--- src/rtl/sio_pkg.sv ---
// Shared definitions for the serial shift unit: control-register layout,
// rate code for the external clock and register addresses.
package sio_pkg;

    // Control register, bit 7 first; the layout is visible to software.
    typedef struct packed {
        logic       done;       // transfer complete flag
        logic       irq_en;     // interrupt enable
        logic       clk_oe;     // drive shift clock out
        logic       dat_oe;     // drive serial data out
        logic [1:0] rate;       // shift clock source / rate
        logic       lsb_first;  // bit order
        logic       busy;       // start / in progress
    } sio_ctrl_t;

    localparam logic [1:0] RATE_EXT  = 2'b11;
    localparam logic       ADDR_CTRL = 1'b0;
    localparam logic       ADDR_DATA = 1'b1;

endpackage

--- src/rtl/sio_rate_gen.sv ---
// Internal shift-clock generator. While run is high it toggles sck every
// half period of the selected divider and flags each toggle as a falling or
// rising strobe in the cycle the toggle is registered. While run is low it
// holds sck high and its counter at zero.
// Assumes every divider is even and at least 2.
module sio_rate_gen #(
    parameter int DIV0 = 2,
    parameter int DIV1 = 8,
    parameter int DIV2 = 32
) (
    input  logic       clk,
    input  logic       rst_n,
    input  logic       run,
    input  logic [1:0] rate,
    output logic       sck,
    output logic       fall_stb,
    output logic       rise_stb
);
    localparam int MAXDIV = (DIV0 > DIV1) ? ((DIV0 > DIV2) ? DIV0 : DIV2)
                                          : ((DIV1 > DIV2) ? DIV1 : DIV2);
    localparam int CW     = (MAXDIV / 2 > 1) ? $clog2(MAXDIV / 2) : 1;

    logic [CW-1:0] cnt;
    logic [CW-1:0] half_m1;
    logic          tick;

    // Pick the last count of a half period for the current rate code.
    always_comb begin
        case (rate)
            2'b00:   half_m1 = CW'(DIV0 / 2 - 1);
            2'b01:   half_m1 = CW'(DIV1 / 2 - 1);
            default: half_m1 = CW'(DIV2 / 2 - 1);
        endcase
    end

    // Toggle strobes, split by the level sck is leaving.
    always_comb begin
        tick     = run && (cnt == half_m1);
        fall_stb = tick && sck;
        rise_stb = tick && !sck;
    end

    // Half-period counter and clock level.
    always_ff @(posedge clk) begin
        if (!rst_n || !run) begin
            cnt <= '0;
            sck <= 1'b1;
        end else if (tick) begin
            cnt <= '0;
            sck <= !sck;
        end else begin
            cnt <= cnt + 1'b1;
        end
    end

endmodule

--- src/rtl/sio_ext_edge.sv ---
// Synchronizes the external shift clock into the system clock domain and
// gives one-cycle strobes for its rising and falling edges. The chain resets
// high to match an idle-high clock, so reset creates no false edge.
// Assumes the external clock is slower than a quarter of the system clock.
module sio_ext_edge #(
    parameter int STAGES = 2
) (
    input  logic clk,
    input  logic rst_n,
    input  logic pin,
    output logic rise_stb,
    output logic fall_stb
);
    // taps[STAGES-1] is the synchronized level, taps[STAGES] its previous value
    logic [STAGES:0] taps;

    // Shift the pin through the synchronizer and history flop.
    always_ff @(posedge clk) begin
        if (!rst_n) taps <= '1;
        else        taps <= {taps[STAGES-1:0], pin};
    end

    // Edge strobes from the synchronized level and its history.
    always_comb begin
        rise_stb = taps[STAGES-1] && !taps[STAGES];
        fall_stb = !taps[STAGES-1] && taps[STAGES];
    end

endmodule

--- src/rtl/sio_shift_core.sv ---
// Data path of a transfer: the data register, the registered output bit and
// the bit counter. Falling strobes present the next outgoing bit, and rising
// strobes sample the input and count. done pulses with the last rising strobe.
// Assumes the top only loads when idle and only strobes when busy.
module sio_shift_core #(
    parameter int W = 8
) (
    input  logic         clk,
    input  logic         rst_n,
    input  logic         load,
    input  logic [W-1:0] load_val,
    input  logic         start,
    input  logic         lsb_first,
    input  logic         sin,
    input  logic         fall_stb,
    input  logic         rise_stb,
    output logic [W-1:0] data,
    output logic         sout,
    output logic         done
);
    localparam int CNT_W = (W > 2) ? $clog2(W) : 1;

    logic [CNT_W-1:0] bit_cnt;

    // Data register: software load or one shift per rising strobe.
    always_ff @(posedge clk) begin
        if (!rst_n)        data <= '0;
        else if (load)     data <= load_val;
        else if (rise_stb) data <= lsb_first ? {sin, data[W-1:1]}
                                             : {data[W-2:0], sin};
    end

    // Output bit: updated only on falling strobes, idles high.
    always_ff @(posedge clk) begin
        if (!rst_n)        sout <= 1'b1;
        else if (fall_stb) sout <= lsb_first ? data[0] : data[W-1];
    end

    // Bit counter: cleared at start, advanced per sampled bit.
    always_ff @(posedge clk) begin
        if (!rst_n || start) bit_cnt <= '0;
        else if (rise_stb)   bit_cnt <= bit_cnt + 1'b1;
    end

    // Last bit sampled.
    always_comb done = rise_stb && (bit_cnt == CNT_W'(W - 1));

endmodule

--- src/rtl/serial_shift_unit.sv ---
// Top of the serial shift unit: control register, register bus, selection
// between the internal and external shift clock, and the output pins.
// Assumes DATA_W >= 8 so that the control word fits on the bus.
module serial_shift_unit
    import sio_pkg::*;
#(
    parameter int DATA_W      = 8,
    parameter int DIV0        = 2,
    parameter int DIV1        = 8,
    parameter int DIV2        = 32,
    parameter int SYNC_STAGES = 2
) (
    input  logic              clk,
    input  logic              rst_n,
    input  logic              bus_wr,
    input  logic              bus_addr,
    input  logic [DATA_W-1:0] bus_wdata,
    output logic [DATA_W-1:0] bus_rdata,
    input  logic              ser_in,
    output logic              ser_out,
    output logic              ser_out_en,
    input  logic              sck_in,
    output logic              sck_out,
    output logic              sck_out_en,
    output logic              irq
);
    sio_ctrl_t         ctrl_q;
    sio_ctrl_t         wr_fields;
    logic [7:0]        ctrl_word;
    logic              busy, flag, ext_mode;
    logic              wr_ctrl, wr_data, start_go;
    logic              int_sck, int_fall, int_rise;
    logic              ext_fall, ext_rise;
    logic              fall_evt, rise_evt, xfer_done;
    logic [DATA_W-1:0] data_q;

    // Decode bus writes and split the shift-clock source.
    always_comb begin
        wr_fields = sio_ctrl_t'(bus_wdata[7:0]);
        busy      = ctrl_q.busy;
        flag      = ctrl_q.done;
        ext_mode  = (ctrl_q.rate == RATE_EXT);
        wr_ctrl   = bus_wr && (bus_addr == ADDR_CTRL);
        wr_data   = bus_wr && (bus_addr == ADDR_DATA) && !busy;
        start_go  = wr_ctrl && !busy && wr_fields.busy;
        fall_evt  = busy && (ext_mode ? ext_fall : int_fall);
        rise_evt  = busy && (ext_mode ? ext_rise : int_rise);
    end

    sio_rate_gen #(.DIV0(DIV0), .DIV1(DIV1), .DIV2(DIV2)) u_rate (
        .clk      (clk),
        .rst_n    (rst_n),
        .run      (busy && !ext_mode),
        .rate     (ctrl_q.rate),
        .sck      (int_sck),
        .fall_stb (int_fall),
        .rise_stb (int_rise)
    );

    sio_ext_edge #(.STAGES(SYNC_STAGES)) u_ext (
        .clk      (clk),
        .rst_n    (rst_n),
        .pin      (sck_in),
        .rise_stb (ext_rise),
        .fall_stb (ext_fall)
    );

    sio_shift_core #(.W(DATA_W)) u_core (
        .clk       (clk),
        .rst_n     (rst_n),
        .load      (wr_data),
        .load_val  (bus_wdata),
        .start     (start_go),
        .lsb_first (ctrl_q.lsb_first),
        .sin       (ser_in),
        .fall_stb  (fall_evt),
        .rise_stb  (rise_evt),
        .data      (data_q),
        .sout      (ser_out),
        .done      (xfer_done)
    );

    // Control register: locked fields while busy, completion wins over clear.
    always_ff @(posedge clk) begin
        if (!rst_n) begin
            ctrl_q <= '0;
        end else begin
            if (wr_ctrl) begin
                ctrl_q.irq_en <= wr_fields.irq_en;
                if (!busy) begin
                    ctrl_q.clk_oe    <= wr_fields.clk_oe;
                    ctrl_q.dat_oe    <= wr_fields.dat_oe;
                    ctrl_q.rate      <= wr_fields.rate;
                    ctrl_q.lsb_first <= wr_fields.lsb_first;
                end
            end
            if (start_go)       ctrl_q.busy <= 1'b1;
            else if (xfer_done) ctrl_q.busy <= 1'b0;
            if (xfer_done)                        ctrl_q.done <= 1'b1;
            else if (wr_ctrl && !wr_fields.done)  ctrl_q.done <= 1'b0;
        end
    end

    // Read mux and pin outputs.
    always_comb begin
        ctrl_word  = ctrl_q;
        bus_rdata  = (bus_addr == ADDR_DATA) ? data_q : DATA_W'(ctrl_word);
        sck_out    = int_sck;
        sck_out_en = ctrl_q.clk_oe && !ext_mode;
        ser_out_en = ctrl_q.dat_oe;
        irq        = ctrl_q.done && ctrl_q.irq_en;
    end

endmodule

--- config.mk ---
export PLATFORM = sky130hd
export DESIGN_NAME = serial_shift_unit
export DESIGN_NICKNAME = d
export VERILOG_FILES = /design/src/rtl/sio_pkg.sv /design/src/rtl/sio_rate_gen.sv /design/src/rtl/sio_ext_edge.sv /design/src/rtl/sio_shift_core.sv /design/src/rtl/serial_shift_unit.sv
export SDC_FILE = /design/constraint.sdc
export NUM_CORES = 1
export LEC_CHECK = 0
export ABC_AREA = 1
export CORE_MARGIN = 2
export CORE_UTILIZATION = 46
export DETAILED_ROUTE_END_ITERATION = 7
export PLACE_DENSITY = 0.74
export SETUP_SLACK_MARGIN = 0.05
export SYNTH_ARGS = -nofsm -noshare
export SYNTH_HDL_FRONTEND = slang
export SYNTH_HIERARCHICAL = 1
export SYNTH_SLANG_ARGS = --single-unit
--- constraint.sdc ---
create_clock -name clk -period 1.72 [get_ports clk]
set_input_delay 0.172 -clock clk [delete_from_list [all_inputs] [get_ports clk]]
set_output_delay 0.172 -clock clk [all_outputs]
set_load 0.01 [all_outputs]
==> results.py, run 1 <==
metrics = {
    "global_route": {
        "antenna_found_initial": 0,
        "grt_usage_pct": 20.5,
        "grt_pass1_wl_um": 5730,
        "grt_pass1_vias": 1386,
        "grt_overflow_total": 0,
        "grt_max_degree": 17,
    },
    "layout": {
        "utilization_pct": 67.9,
        "fin_cells": 329,
        "final_nets": 303,
        "n_antenna_cell": 0,
        "drive_above_1_share_pct": 20.7,
        "areaGrowthSynthToFinish_pct": 40.1,
        "nFillCells": 285,
    },
    "logic_synthesis": {
        "syn_nets": 253,
        "ys_async_sr_fraction_pct": 0,
        "synth_most_common_cell": "nand2_1",
        "synthCells": 236,
        "synth_edf_count": 0,
        "ys_ff_latch": 28,
        "synth.yosys.seq_area_share_pct": 37.6,
        "synth_area_um2": 1490,
        "yosys_warnings": 6,
        "netlist_top_cells_count": "nand2_1 (77), nor2_1 (40), inv_1 (32)",
        "yosysTopAreaCell": "dfxtp_1",
        "yosys_most_used_dff": "dfxtp_1",
        "synth.area.top_cells": "dfxtp_1 (38%), nand2_1 (19%), nor2_1 (10%)",
        "avgSynthCellArea_um2": 6.32,
        "yosysTopAreaCellShare_pct": 37.6,
        "yosysUniqueCellTypes": 23,
    },
    "job": {
        "maxCapViolations": 0,
    },
    "setup_path": {
        "crit_type": "register to register",
        "end_kind": "register",
        "worst_ep_arrival_time_ns": 2.00,
        "path_max_fanout": 8,
        "cp.required_ns": 1.97,
        "startpoint_type": "register",
    },
    "timing": {
        "setup_violations": 5,
        "timing.final.ws_setup_ns": -0.0291,
        "skew_ns": 0.00358,
        "slew_headroom_pct": 74.0,
        "fmax_mhz": 572,
        "tightest_slew_ns": 0.386,
        "hold_violations": 0,
        "period_share_pct": 102,
        "fin_crit_ns": 1.75,
        "grt_setup_unrepaired": "true",
        "drv_slew": 0,
    },
    "cts": {
        "cts_tree": "done",
        "path_clk_slew_ns": 0.16,
        "numCtsBuffers": 3,
        "ctsHtreeMaxLevel": 1,
        "cts_root_buf": "clkbuf_4",
        "clock_latency_ns": 0.33,
        "ctsHoldBuffers": 0,
        "cts.sinks": 28,
        "clockBufferDepth": 2,
    },
    "drt": {
        "drt.antenna.violating_nets": 0,
        "routedWlPerCell_um": 11.2,
        "drtIter0Drc": 63,
        "routed_wl_um": 3690,
        "drc_errors": 0,
        "via_per_inst": 4.81,
        "drt-pass1-iter-count": 4,
        "num_vias": 1581,
    },
    "floorplan": {
        "core_um2": 3080,
        "start_util_pct": 48.5,
        "rows": 20,
        "die_w_um": 60.9,
        "fp.dieArea_um2": 3710,
        "die_h_um": 60.9,
        "io_pins": 27,
    },
    "outcome": {
        "violations": "negative setup slack",
        "outcome": "finished, violations left",
    },
    "placement": {
        "dp_cells": 321,
        "pre_cts_ws_ns": -0.00198,
        "io_buffers": 26,
        "hpwl_um": 2630,
        "place_congestion": 0.834,
    },
    "pwr": {
        "ir_worst_vdd_mv": 0.510,
        "cellPowerDensity_nw_per_um2": 666,
        "p_leak_nw": 1.09,
    },
    "hold_path": {
        "hp-class": "input pin to register",
    },
}
==> cell type report <==
class	count	area [µm²]	share of cell area (%)
Multi-Input combinational cell	169	842	40.3
Timing Repair Buffer	48	437	20.9
Inverter	36	138	6.59
Tap cell	44	55.1	2.63
Clock buffer	3	22.5	1.08
Clock inverter	1	30.0	1.44
Sequential cell	28	566	27.1
==> layer usage <==
metal | wire length, µm | share of wire (%) | vias up | track usage [%]
met5 | 0 | 0 | - | 0
met4 | 35 | 0.95 | 0 | 6.52
met3 | 219 | 5.9 | 4 | 3.62
met2 | 1770 | 48 | 50 | 33.3
met1 | 1670 | 45 | 711 | 27.7
li1 | - | - | 816 | -
==> stage by stage <==
step	setup TNS [ns]	total power, mW	hold slack (ns)	instance area [µm²]
6_report	-0.0819	1.39	0.349	2090
3_3_place_gp	0	0.950	0.382	1930
4_1_cts	0	1.39	0.344	2010
5_1_grt	-1.28	1.45	0.374	2090
3_5_place_dp	-0.00198	0.952	0.406	1930
2_1_floorplan	0	0.828	0.241	1500
==> what timing repair did <==
action                                 CTS  global route
pin swaps                                3            15
setup endpoints to repair               17            17
buffers inserted                         2             2
gates resized for setup                 14            21
endpoints found under the hold margin    0             0
==> layout by cell type, fill, tap and decap left out, drive strengths merged <==
cell type	instances
nand2	79
nor2	44
inv	36
dfxtp	28
buf	22
a21oi	20
clkdlybuf4s50	17
o21ai	13
dlygate4sd2	5
nand3	5
dlymetal6s2s	4
clkbuf	3
ha	3
or2	2
nand4	1
bufinv	1
xor2	1
xnor2	1
==> critical path: stages, from the launching register on <==
cell and delay [ns]:
dfxtp_4 0.40, buf_6 0.10, nand2_2 0.04, nand2_1 0.06
nand2_1 0.07, nor2_2 0.12, nand3_1 0.10, inv_1 0.09
nor2_2 0.05, nor2_4 0.18, inv_4 0.07, nor2_8 0.15
nand2_2 0.07, a21oi_2 0.10, nor2_1 0.04
==> final timing paths <==
check | startpoint | slack (ns) | depth (start not counted) | end
max | ctrl_q[3] | -0.03 | 14 | u_core/data[0]
min reg2reg | u_ext/taps[0] | 0.44 | 2 | u_ext/taps[1]
max reg2reg | ctrl_q[3] | -0.03 | 14 | u_core/data[0]
min | sck_in | 0.35 | 3 | u_ext/taps[0]
==> power breakdown <==
group	switching (mW)	internal [mW]
combinational	0.134	0.120
clock	0.204	0.236
sequential	0.0228	0.675
total	0.361	1.03
==> sequential cells by signal (all words and copies together) (netlist names) <==
| signal | cells |
|---|---|
| ctrl_q | 5 |
| ser_out_en | 1 |
| u_rate/cnt | 4 |
| u_core/bit_cnt | 3 |
| u_core/data | 8 |
| u_ext/taps | 3 |
| u_rate/sck | 1 |
| u_core/sout | 1 |
| busy | 1 |
| flag | 1 |
==> kinds of logic (layout without fill, tap and decap cells) <==
kind of cell / count (synthesis) / count (layout) / synth area share (%)
DFF: 28 / 28 / 37.6
xor gates and xnor gates: 2 / 2 / 1.17
AOI/OAI and AO/OA: 33 / 33 / 11.3
adders and majority gates: 3 / 3 / 2.52
buffers and inverters: 39 / 88 / 10.4
and+or+nand+nor: 131 / 131 / 37.0
Power figures use the tool's default switching activity.
==> run 2, diff against run 1 <==
Settings changed: HOLD_SLACK_MARGIN set to 0.12.
==> results of run 2 <==
The final DEF is identical to that of run 1; final timing and power are the same.
==> run 3, diff against run 2 <==
Settings changed: CAP_MARGIN set to 20.
==> results of run 3 <==
The final DEF is identical to that of run 1; final timing and power are the same.
